--- src/rtl/mcpwm_pkg.sv ---
package mcpwm_pkg;

    localparam int MAX_CH = 4;
    localparam int GRP_W  = 4;
    localparam int MODE_W = 8;
    localparam int CHEN_W = MAX_CH * GRP_W;
    localparam int ADDR_W = 4;

    localparam logic [ADDR_W-1:0] A_CTRL    = 4'd0;
    localparam logic [ADDR_W-1:0] A_EVENT   = 4'd1;
    localparam logic [ADDR_W-1:0] A_PSC     = 4'd2;
    localparam logic [ADDR_W-1:0] A_PERIOD  = 4'd3;
    localparam logic [ADDR_W-1:0] A_MODE_LO = 4'd4;
    localparam logic [ADDR_W-1:0] A_MODE_HI = 4'd5;
    localparam logic [ADDR_W-1:0] A_CHEN    = 4'd6;
    localparam logic [ADDR_W-1:0] A_CMP0    = 4'd8;

    localparam int CTRL_RUN  = 0;
    localparam int CTRL_ARPE = 1;
    localparam int EVT_UPD   = 0;

    localparam int GRP_EN   = 0;
    localparam int GRP_POL  = 1;
    localparam int GRP_NEN  = 2;
    localparam int GRP_NPOL = 3;

    localparam int          MODE_PRE  = 3;
    localparam logic [2:0]  MODE_PWM1 = 3'b110;

    typedef enum logic [0:0] {
        ST_IDLE  = 1'b0,
        ST_COUNT = 1'b1
    } cnt_state_t;

    // Implemented CHEN bits for a build with n channels.
    function automatic logic [CHEN_W-1:0] impl_mask(input int n, input int comp);
        logic [CHEN_W-1:0] m;
        m = '0;
        for (int c = 0; c < MAX_CH; c++) begin
            if (c < n) begin
                m[c*GRP_W + GRP_EN]  = 1'b1;
                m[c*GRP_W + GRP_POL] = 1'b1;
                if (comp != 0) begin
                    m[c*GRP_W + GRP_NEN]  = 1'b1;
                    m[c*GRP_W + GRP_NPOL] = 1'b1;
                end
            end
        end
        return m;
    endfunction

endpackage

--- src/rtl/mcpwm_regs.sv ---
module mcpwm_regs
    import mcpwm_pkg::*;
#(
    parameter int NUM_CH   = 3,
    parameter int HAS_COMP = 1,
    parameter int CNT_W    = 16,
    parameter int PSC_W    = 16,
    parameter int DATA_W   = 16
) (
    input  logic                              clk,
    input  logic                              rst_n,
    input  logic                              bus_sel,
    input  logic                              bus_wr,
    input  logic [ADDR_W-1:0]                 bus_addr,
    input  logic [DATA_W-1:0]                 bus_wdata,
    output logic [DATA_W-1:0]                 bus_rdata,
    input  logic                              wrap_i,
    output logic                              force_o,
    output logic                              run_o,
    output logic [PSC_W-1:0]                  psc_o,
    output logic [CNT_W-1:0]                  period_o,
    output logic [MAX_CH-1:0][CNT_W-1:0]      cmp_o,
    output logic [MAX_CH-1:0][2:0]            sel_o,
    output logic [CHEN_W-1:0]                 chen_o
);

    localparam logic [CHEN_W-1:0] IMPL_MASK = impl_mask(NUM_CH, HAS_COMP);

    logic [1:0]                         ctrl_q;
    logic [PSC_W-1:0]                   psc_q;
    logic [CNT_W-1:0]                   per_pre_q, per_act_q;
    logic [MAX_CH-1:0][MODE_W-1:0]      mode_q;
    logic [CHEN_W-1:0]                  chen_q;
    logic [MAX_CH-1:0][CNT_W-1:0]       cmp_pre_q, cmp_act_q;

    logic wr, upd;

    assign wr      = bus_sel && bus_wr;
    assign force_o = wr && (bus_addr == A_EVENT) && bus_wdata[EVT_UPD];
    assign upd     = force_o || wrap_i;

    always_ff @(posedge clk or negedge rst_n) begin
        if (!rst_n) begin
            ctrl_q    <= '0;
            psc_q     <= '0;
            per_pre_q <= '0;
            per_act_q <= '0;
            mode_q    <= '0;
            chen_q    <= '0;
            cmp_pre_q <= '0;
            cmp_act_q <= '0;
        end else begin
            if (wr && bus_addr == A_CTRL)    ctrl_q    <= bus_wdata[1:0];
            if (wr && bus_addr == A_PSC)     psc_q     <= bus_wdata[PSC_W-1:0];
            if (wr && bus_addr == A_PERIOD)  per_pre_q <= bus_wdata[CNT_W-1:0];
            if (wr && bus_addr == A_CHEN)    chen_q    <= bus_wdata[CHEN_W-1:0] & IMPL_MASK;
            if (wr && bus_addr == A_MODE_LO) begin
                mode_q[0] <= bus_wdata[MODE_W-1:0];
                mode_q[1] <= bus_wdata[2*MODE_W-1:MODE_W];
            end
            if (wr && bus_addr == A_MODE_HI) begin
                mode_q[2] <= bus_wdata[MODE_W-1:0];
                mode_q[3] <= bus_wdata[2*MODE_W-1:MODE_W];
            end

            // Active period: direct write without preload, else update copy.
            if (wr && bus_addr == A_PERIOD && !ctrl_q[CTRL_ARPE])
                per_act_q <= bus_wdata[CNT_W-1:0];
            else if (upd)
                per_act_q <= per_pre_q;

            for (int i = 0; i < MAX_CH; i++) begin
                if (wr && bus_addr == A_CMP0 + ADDR_W'(i)) begin
                    cmp_pre_q[i] <= bus_wdata[CNT_W-1:0];
                end
                if (wr && bus_addr == A_CMP0 + ADDR_W'(i) && !mode_q[i][MODE_PRE])
                    cmp_act_q[i] <= bus_wdata[CNT_W-1:0];
                else if (upd)
                    cmp_act_q[i] <= cmp_pre_q[i];
            end
        end
    end

    always_comb begin
        bus_rdata = '0;
        unique case (bus_addr)
            A_CTRL:    bus_rdata = DATA_W'(ctrl_q);
            A_PSC:     bus_rdata = DATA_W'(psc_q);
            A_PERIOD:  bus_rdata = DATA_W'(per_pre_q);
            A_MODE_LO: bus_rdata = DATA_W'({mode_q[1], mode_q[0]});
            A_MODE_HI: bus_rdata = DATA_W'({mode_q[3], mode_q[2]});
            A_CHEN:    bus_rdata = DATA_W'(chen_q);
            default: begin
                if (bus_addr[3:2] == 2'b10)
                    bus_rdata = DATA_W'(cmp_pre_q[bus_addr[1:0]]);
            end
        endcase
    end

    assign run_o    = ctrl_q[CTRL_RUN];
    assign psc_o    = psc_q;
    assign period_o = per_act_q;
    assign cmp_o    = cmp_act_q;
    assign chen_o   = chen_q;

    generate
        for (genvar g = 0; g < MAX_CH; g++) begin : g_sel
            assign sel_o[g] = mode_q[g][6:4];
        end
    endgenerate

    // with preload on, the active period moves only on an update event.
    p_period_hold_r4: assert property (@(posedge clk) disable iff (!rst_n)
        (ctrl_q[CTRL_ARPE] && !upd) |=> $stable(per_act_q));

    // bits of channels that are not built never read back as 1.
    p_chen_unimpl_r10: assert property (@(posedge clk) disable iff (!rst_n)
        (bus_sel && !bus_wr && bus_addr == A_CHEN) |->
        ((bus_rdata[CHEN_W-1:0] & ~IMPL_MASK) == '0));

endmodule

--- src/rtl/mcpwm_counter.sv ---
module mcpwm_counter
    import mcpwm_pkg::*;
#(
    parameter int CNT_W = 16,
    parameter int PSC_W = 16
) (
    input  logic             clk,
    input  logic             rst_n,
    input  logic             run_i,
    input  logic [PSC_W-1:0] psc_i,
    input  logic [CNT_W-1:0] period_i,
    input  logic             force_i,
    output logic [CNT_W-1:0] cnt_o,
    output logic             wrap_o
);

    cnt_state_t       state_q, state_d;
    logic [PSC_W-1:0] pc_q;
    logic [CNT_W-1:0] cnt_q;
    logic             tick;

    // Next-state: START (idle->count) and HALT (count->idle).
    always_comb begin
        state_d = state_q;
        unique case (state_q)
            ST_IDLE:  if (run_i)  state_d = ST_COUNT;
            ST_COUNT: if (!run_i) state_d = ST_IDLE;
            default:  state_d = ST_IDLE;
        endcase
    end

    always_ff @(posedge clk or negedge rst_n) begin
        if (!rst_n) state_q <= ST_IDLE;
        else        state_q <= state_d;
    end

    // Output decode of the state machine.
    always_comb begin
        tick   = (state_q == ST_COUNT) && (pc_q >= psc_i);
        wrap_o = tick && (cnt_q >= period_i);
    end

    always_ff @(posedge clk or negedge rst_n) begin
        if (!rst_n) begin
            pc_q  <= '0;
            cnt_q <= '0;
        end else if (force_i) begin
            pc_q  <= '0;
            cnt_q <= '0;
        end else if (state_q == ST_COUNT) begin
            pc_q <= tick ? '0 : pc_q + PSC_W'(1);
            if (tick) cnt_q <= wrap_o ? '0 : cnt_q + CNT_W'(1);
        end
    end

    assign cnt_o = cnt_q;

    // a wrapping tick takes the counter to zero.
    p_wrap_zero_r3: assert property (@(posedge clk) disable iff (!rst_n)
        (wrap_o && !force_i) |=> (cnt_q == '0));

    // a forced update clears the counter and the prescaler.
    p_force_clear_r5: assert property (@(posedge clk) disable iff (!rst_n)
        force_i |=> (cnt_q == '0 && pc_q == '0));

    // a stopped counter holds its value.
    p_stop_hold_r11: assert property (@(posedge clk) disable iff (!rst_n)
        (state_q == ST_IDLE && !force_i) |=> $stable(cnt_q));

endmodule

--- src/rtl/mcpwm_channel.sv ---
module mcpwm_channel
    import mcpwm_pkg::*;
#(
    parameter int CNT_W    = 16,
    parameter int HAS_COMP = 1
) (
    input  logic             clk,
    input  logic             rst_n,
    input  logic [CNT_W-1:0] cnt_i,
    input  logic [CNT_W-1:0] cmp_i,
    input  logic [2:0]       sel_i,
    input  logic [GRP_W-1:0] grp_i,
    output logic             main_o,
    output logic             comp_o
);

    logic ref_lvl;

    assign ref_lvl = (sel_i == MODE_PWM1) && (cnt_i < cmp_i);
    assign main_o  = grp_i[GRP_EN] ? (ref_lvl ^ grp_i[GRP_POL]) : grp_i[GRP_POL];

    generate
        if (HAS_COMP != 0) begin : g_comp
            assign comp_o = grp_i[GRP_NEN] ? (~ref_lvl ^ grp_i[GRP_NPOL]) : grp_i[GRP_NPOL];

            // both enabled -> the two outputs are opposite before polarity.
            p_comp_opposite_r8: assert property (@(posedge clk) disable iff (!rst_n)
                (grp_i[GRP_EN] && grp_i[GRP_NEN]) |->
                ((main_o ^ grp_i[GRP_POL]) != (comp_o ^ grp_i[GRP_NPOL])));
        end else begin : g_nocomp
            assign comp_o = 1'b0;
        end
    endgenerate

    // compare of zero never drives the active level.
    p_zero_duty_r7: assert property (@(posedge clk) disable iff (!rst_n)
        (grp_i[GRP_EN] && cmp_i == '0) |-> (main_o == grp_i[GRP_POL]));

endmodule

--- src/rtl/mcpwm_timer.sv ---
module mcpwm_timer
    import mcpwm_pkg::*;
#(
    parameter int NUM_CH   = 3,
    parameter int HAS_COMP = 1,
    parameter int CNT_W    = 16,
    parameter int PSC_W    = 16,
    parameter int DATA_W   = 16
) (
    input  logic              clk,
    input  logic              rst_n,
    input  logic              bus_sel,
    input  logic              bus_wr,
    input  logic [3:0]        bus_addr,
    input  logic [DATA_W-1:0] bus_wdata,
    output logic [DATA_W-1:0] bus_rdata,
    output logic [3:0]        pwm_o,
    output logic [3:0]        pwm_n_o,
    output logic [CNT_W-1:0]  count_o
);

    logic                          force_w, wrap_w, run_w;
    logic [PSC_W-1:0]              psc_w;
    logic [CNT_W-1:0]              period_w, cnt_w;
    logic [MAX_CH-1:0][CNT_W-1:0]  cmp_w;
    logic [MAX_CH-1:0][2:0]        sel_w;
    logic [CHEN_W-1:0]             chen_w;

    mcpwm_regs #(
        .NUM_CH(NUM_CH), .HAS_COMP(HAS_COMP), .CNT_W(CNT_W),
        .PSC_W(PSC_W), .DATA_W(DATA_W)
    ) u_regs (
        .clk(clk), .rst_n(rst_n),
        .bus_sel(bus_sel), .bus_wr(bus_wr), .bus_addr(bus_addr),
        .bus_wdata(bus_wdata), .bus_rdata(bus_rdata),
        .wrap_i(wrap_w), .force_o(force_w), .run_o(run_w),
        .psc_o(psc_w), .period_o(period_w), .cmp_o(cmp_w),
        .sel_o(sel_w), .chen_o(chen_w)
    );

    mcpwm_counter #(.CNT_W(CNT_W), .PSC_W(PSC_W)) u_counter (
        .clk(clk), .rst_n(rst_n), .run_i(run_w), .psc_i(psc_w),
        .period_i(period_w), .force_i(force_w),
        .cnt_o(cnt_w), .wrap_o(wrap_w)
    );

    // Unbuilt channels see a masked-off CHEN group and so stay low.
    generate
        for (genvar c = 0; c < MAX_CH; c++) begin : g_ch
            mcpwm_channel #(.CNT_W(CNT_W), .HAS_COMP(HAS_COMP)) u_ch (
                .clk(clk), .rst_n(rst_n),
                .cnt_i(cnt_w), .cmp_i(cmp_w[c]), .sel_i(sel_w[c]),
                .grp_i(chen_w[c*GRP_W +: GRP_W]),
                .main_o(pwm_o[c]), .comp_o(pwm_n_o[c])
            );
        end
    endgenerate

    assign count_o = cnt_w;

endmodule

--- config.mk ---
export PLATFORM = sky130hd
export DESIGN_NAME = mcpwm_timer
export DESIGN_NICKNAME = d
export VERILOG_FILES = /design/src/rtl/mcpwm_pkg.sv /design/src/rtl/mcpwm_regs.sv /design/src/rtl/mcpwm_counter.sv /design/src/rtl/mcpwm_channel.sv /design/src/rtl/mcpwm_timer.sv
export SDC_FILE = /design/constraint.sdc
export NUM_CORES = 1
export LEC_CHECK = 0
export CORE_MARGIN = 1.5
export CORE_UTILIZATION = 35
export DETAILED_ROUTE_END_ITERATION = 12
export DONT_BUFFER_PORTS = 1
export GPL_ROUTABILITY_DRIVEN = 0
export GPL_TIMING_DRIVEN = 0
export PLACE_DENSITY = 0.52
export SLEW_MARGIN = 0
export SYNTH_ARGS = -nofsm -noshare
export SYNTH_HDL_FRONTEND = slang
export SYNTH_SLANG_ARGS = --single-unit
--- constraint.sdc ---
create_clock -name clk -period 3.85 [get_ports clk]
set_clock_uncertainty 0.2 [all_clocks]
set_input_delay 0.77 -clock clk [delete_from_list [all_inputs] [get_ports clk]]
set_output_delay 0.77 -clock clk [all_outputs]
set_load 0.02 [all_outputs]
==> out/metrics.csv <==
metric,value,unit
status,"finished, violations left",
failed_checks,negative hold slack,
muxShareOfSynthArea,14.9,%
cts_tree,built,
antenna_cells,0,
pre_cts_slack,-0.252,ns
rows,72,
relSlewSlack,10.1,%
first_global_vias,11000,
grt_max_degree,240,
yosys.area.top_type,dfrtp_1,
irDropWorstVdd,0.351,mV
wl,49200,microns
p_int,5.72,mW
drv_cap,0,
port-buffer-count,0,
comb_power_share,22.0,%
end_kind,output port,
grtUsageMet3,4.69,%
place_hpwl,35900,microns
power-per-cell-area,542,nW/um^2
finalSetupTns,0,ns
hold_path.class,primary input to async pin,
pin_count,64,
ys_types,59,
first_pass_iters,8,
finalMaxSlewViolations,0,
yosysTopAreaCellShare,43.9,%
cts.clk_slew.worst_paths,0.06,ns
synthTopCellsByArea,"dfrtp_1 (44%), mux2_2 (12%), ha_1 (7.3%)",
place_area,14300,sq um
critPathMaxFanout,7,
clock_power_share,35.3,%
antenna_found_initial,2,
synth-async-reset-ratio,100,%
yosysWarnings,0,
drt_iter0_drc,944,
final_cell_mix,"dfrtp_1 (224), mux2_2 (142), nor2_1 (95)",
area_growth,15.0,%
vias_per_cell,5.86,
p_sw_share,32.7,%
fill_cells,3791,
use_met2,37.6,%
start_kind,flip-flop,
yosys.area_share.adder,7.26,%
cts_max_path_buffers,3,
die_area,40100,sq um
dr_total_vias,11000,
fp.dieW,200,microns
synth-seq-area-share,43.9,%
grt_overflow,0,
fmax,263,MHz
die_h,200,microns
synth_top_family_by_area,compound AO/OA/AOI/OAI gates,
met1_usage,33.2,%
p_switching,2.77,mW
grt_busiest_layer,met2,
power_leakage,6.76,nW
clockRootBuffer,clkbuf_16,
nets,1432,
wire_per_inst,26.3,microns
setup_violations,0,
worstPathRequired,2.88,ns
cp.arrival,2.84,ns
clock_sinks,239,
syn_area_per_cell,10.6,sq um
ys.flop_type,dfrtp_1,
htree_levels,1,
final_common_cell,dfrtp_1,
hold_viol,239,
design_area,15700,sq um
clk_latency,0.58,ns
synth-xor-area-share,0.964,%
rsz0062_at_grt,yes,
criticalPathCategory,flip-flop to output port,
start_util,35.3,%
pwr-share-seq,42.7,%
cts_made_buffers,29,
yosys.area_share.simple,9.81,%
synth-edff-count,0,
drc,0,
synthCells,1290,
netlist_area,13600,sq um
tightest_slew,1.34,ns
setup_slack,0.0418,ns
holdWs,-0.291,ns
core,38600,sq um
drive_gt1_share,22.6,%
grt_pass1_wl,73200,microns
synth_compound_area_share,17.1,%
finalCritPeriodShare,98.9,%
synth-seq-cells,239,
fin_crit,3.81,ns
grtUsageTotal,24.4,%
antenna_left,0,
## flip-flops by register name, summed over array words and instances, names as in the netlist
name / flops
u_regs.chen_o: 12
u_counter.pc_q: 16
u_regs.per_pre_q: 16
u_counter.state_q: 1
u_regs.cmp_pre_q: 64
u_counter.cnt_o: 16
u_regs.mode_q: 20
u_regs.psc_o: 16
u_regs.period_o: 16
u_regs.sel_o: 12
u_regs.cmp_o: 48
u_regs.ctrl_q: 2
## power groups by stage
stage | Sequential (mW) | Clock, mW | Combinational, mW
after floorplan | 3.35 | 0 | 1.34
after global placement | 3.63 | 0 | 1.70
after detailed placement | 3.64 | 0 | 1.75
after CTS | 3.61 | 3.03 | 1.82
after global routing | 3.68 | 3.14 | 2.07
final | 3.63 | 2.99 | 1.87
## critical path: stages (launching register included)
cell and delay (ns):
dfrtp_2 0.56, ha_4 0.26, a21o_1 0.17, a21o_1 0.18
a2111oi_4 0.37, o31ai_4 0.17, o21ai_1 0.19, xnor2_1 0.19
buf_4 0.19
## per-layer routing
layer | wire [microns] | part of all wire (%) | vias up
li1 | - | - | 4888
met1 | 21500 | 44 | 5569
met2 | 21600 | 44 | 387
met3 | 3500 | 7.1 | 110
met4 | 2550 | 5.2 | 4
met5 | 25 | 0.051 | -
## final timing paths
kind | endpoint | cells past startpoint | start | slack [ns]
max reg2reg | u_regs.cmp_o[46]$_DFFE_PN0P_ | 9 | u_regs.psc_o[0]$_DFFE_PN0P_ | 0.49
min reg2reg | u_counter.state_q$_DFF_PN0_ | 0 | u_regs.ctrl_q[0]$_DFFE_PN0P_ | 0.21
max in group asynchronous | u_counter.cnt_o[2]$_DFFE_PN0P_ | 0 | rst_n | 2.91
min | u_counter.pc_q[13]$_DFFE_PN0P_ | 0 | rst_n | -0.29
min in group clk | u_regs.mode_q[26]$_DFFE_PN0P_ | 1 | bus_wdata[10] | 0.14
max | pwm_n_o[0] | 8 | u_counter.cnt_o[13]$_DFFE_PN0P_ | 0.04
## logic make-up (layout without fill, tap and decap cells)
| kind of cell | after synthesis | in the layout |
|---|---|---|
| compound gates | 326 | 326 |
| simple gates | 266 | 266 |
| flops | 239 | 239 |
| buf+inv | 199 | 260 |
| mux | 165 | 165 |
| fa+ha+maj | 79 | 79 |
| xor+xnor | 15 | 15 |
| other cells | 1 | 2 |
## stage by stage
stage          utilization (%)  hold WS (ns)  cells  power [mW]
2_1_floorplan                -         0.171   1291        4.69
3_3_place_gp              37.0         0.197   1809        5.33
3_5_place_dp              37.0         0.197   1809        5.40
4_1_cts                   40.3        -0.310   1868        8.46
5_1_grt                   40.6        -0.310   1870        8.89
6_report                  40.6        -0.291   1870        8.49
## Yosys cell counts, types with 3 or more instances
cell,count
a22o_1,11
inv_1,83
mux4_2,16
and4_1,3
mux2i_1,7
mux2_2,142
nand4_1,20
buf_2,24
nor2_1,95
ha_1,79
clkbuf_1,71
a22oi_1,22
buf_1,8
nand3_1,32
o31ai_1,66
nand2_1,42
a31oi_1,3
o211ai_1,7
xor2_1,9
a41oi_1,65
and3_1,18
a21o_1,9
nor3_1,9
xnor2_1,6
dfrtp_1,239
o21ai_0,22
or4_1,6
buf_4,13
a211oi_1,15
nor2b_1,16
a21oi_1,79
a222oi_1,10
nand2b_1,8
## final cells by class
class | count | area (sq um) | share of cell area [%]
buffer | 116 | 517 | 3.30
clock buffer | 40 | 837 | 5.34
clock inverter | 14 | 210 | 1.34
inverter | 83 | 312 | 1.99
multi-input combinational | 853 | 7090 | 45.2
sequential | 239 | 6020 | 38.4
tap | 518 | 648 | 4.14
timing repair buffer | 7 | 38.8 | 0.248
## repair_timing
action                                  CTS  global route
pin swaps                                 9            11
setup buffers                             5             2
gates resized for setup                  46            20
endpoints found under the setup margin   17            17
endpoints found under the hold margin   239           239
(Power assumes the default switching activity.)
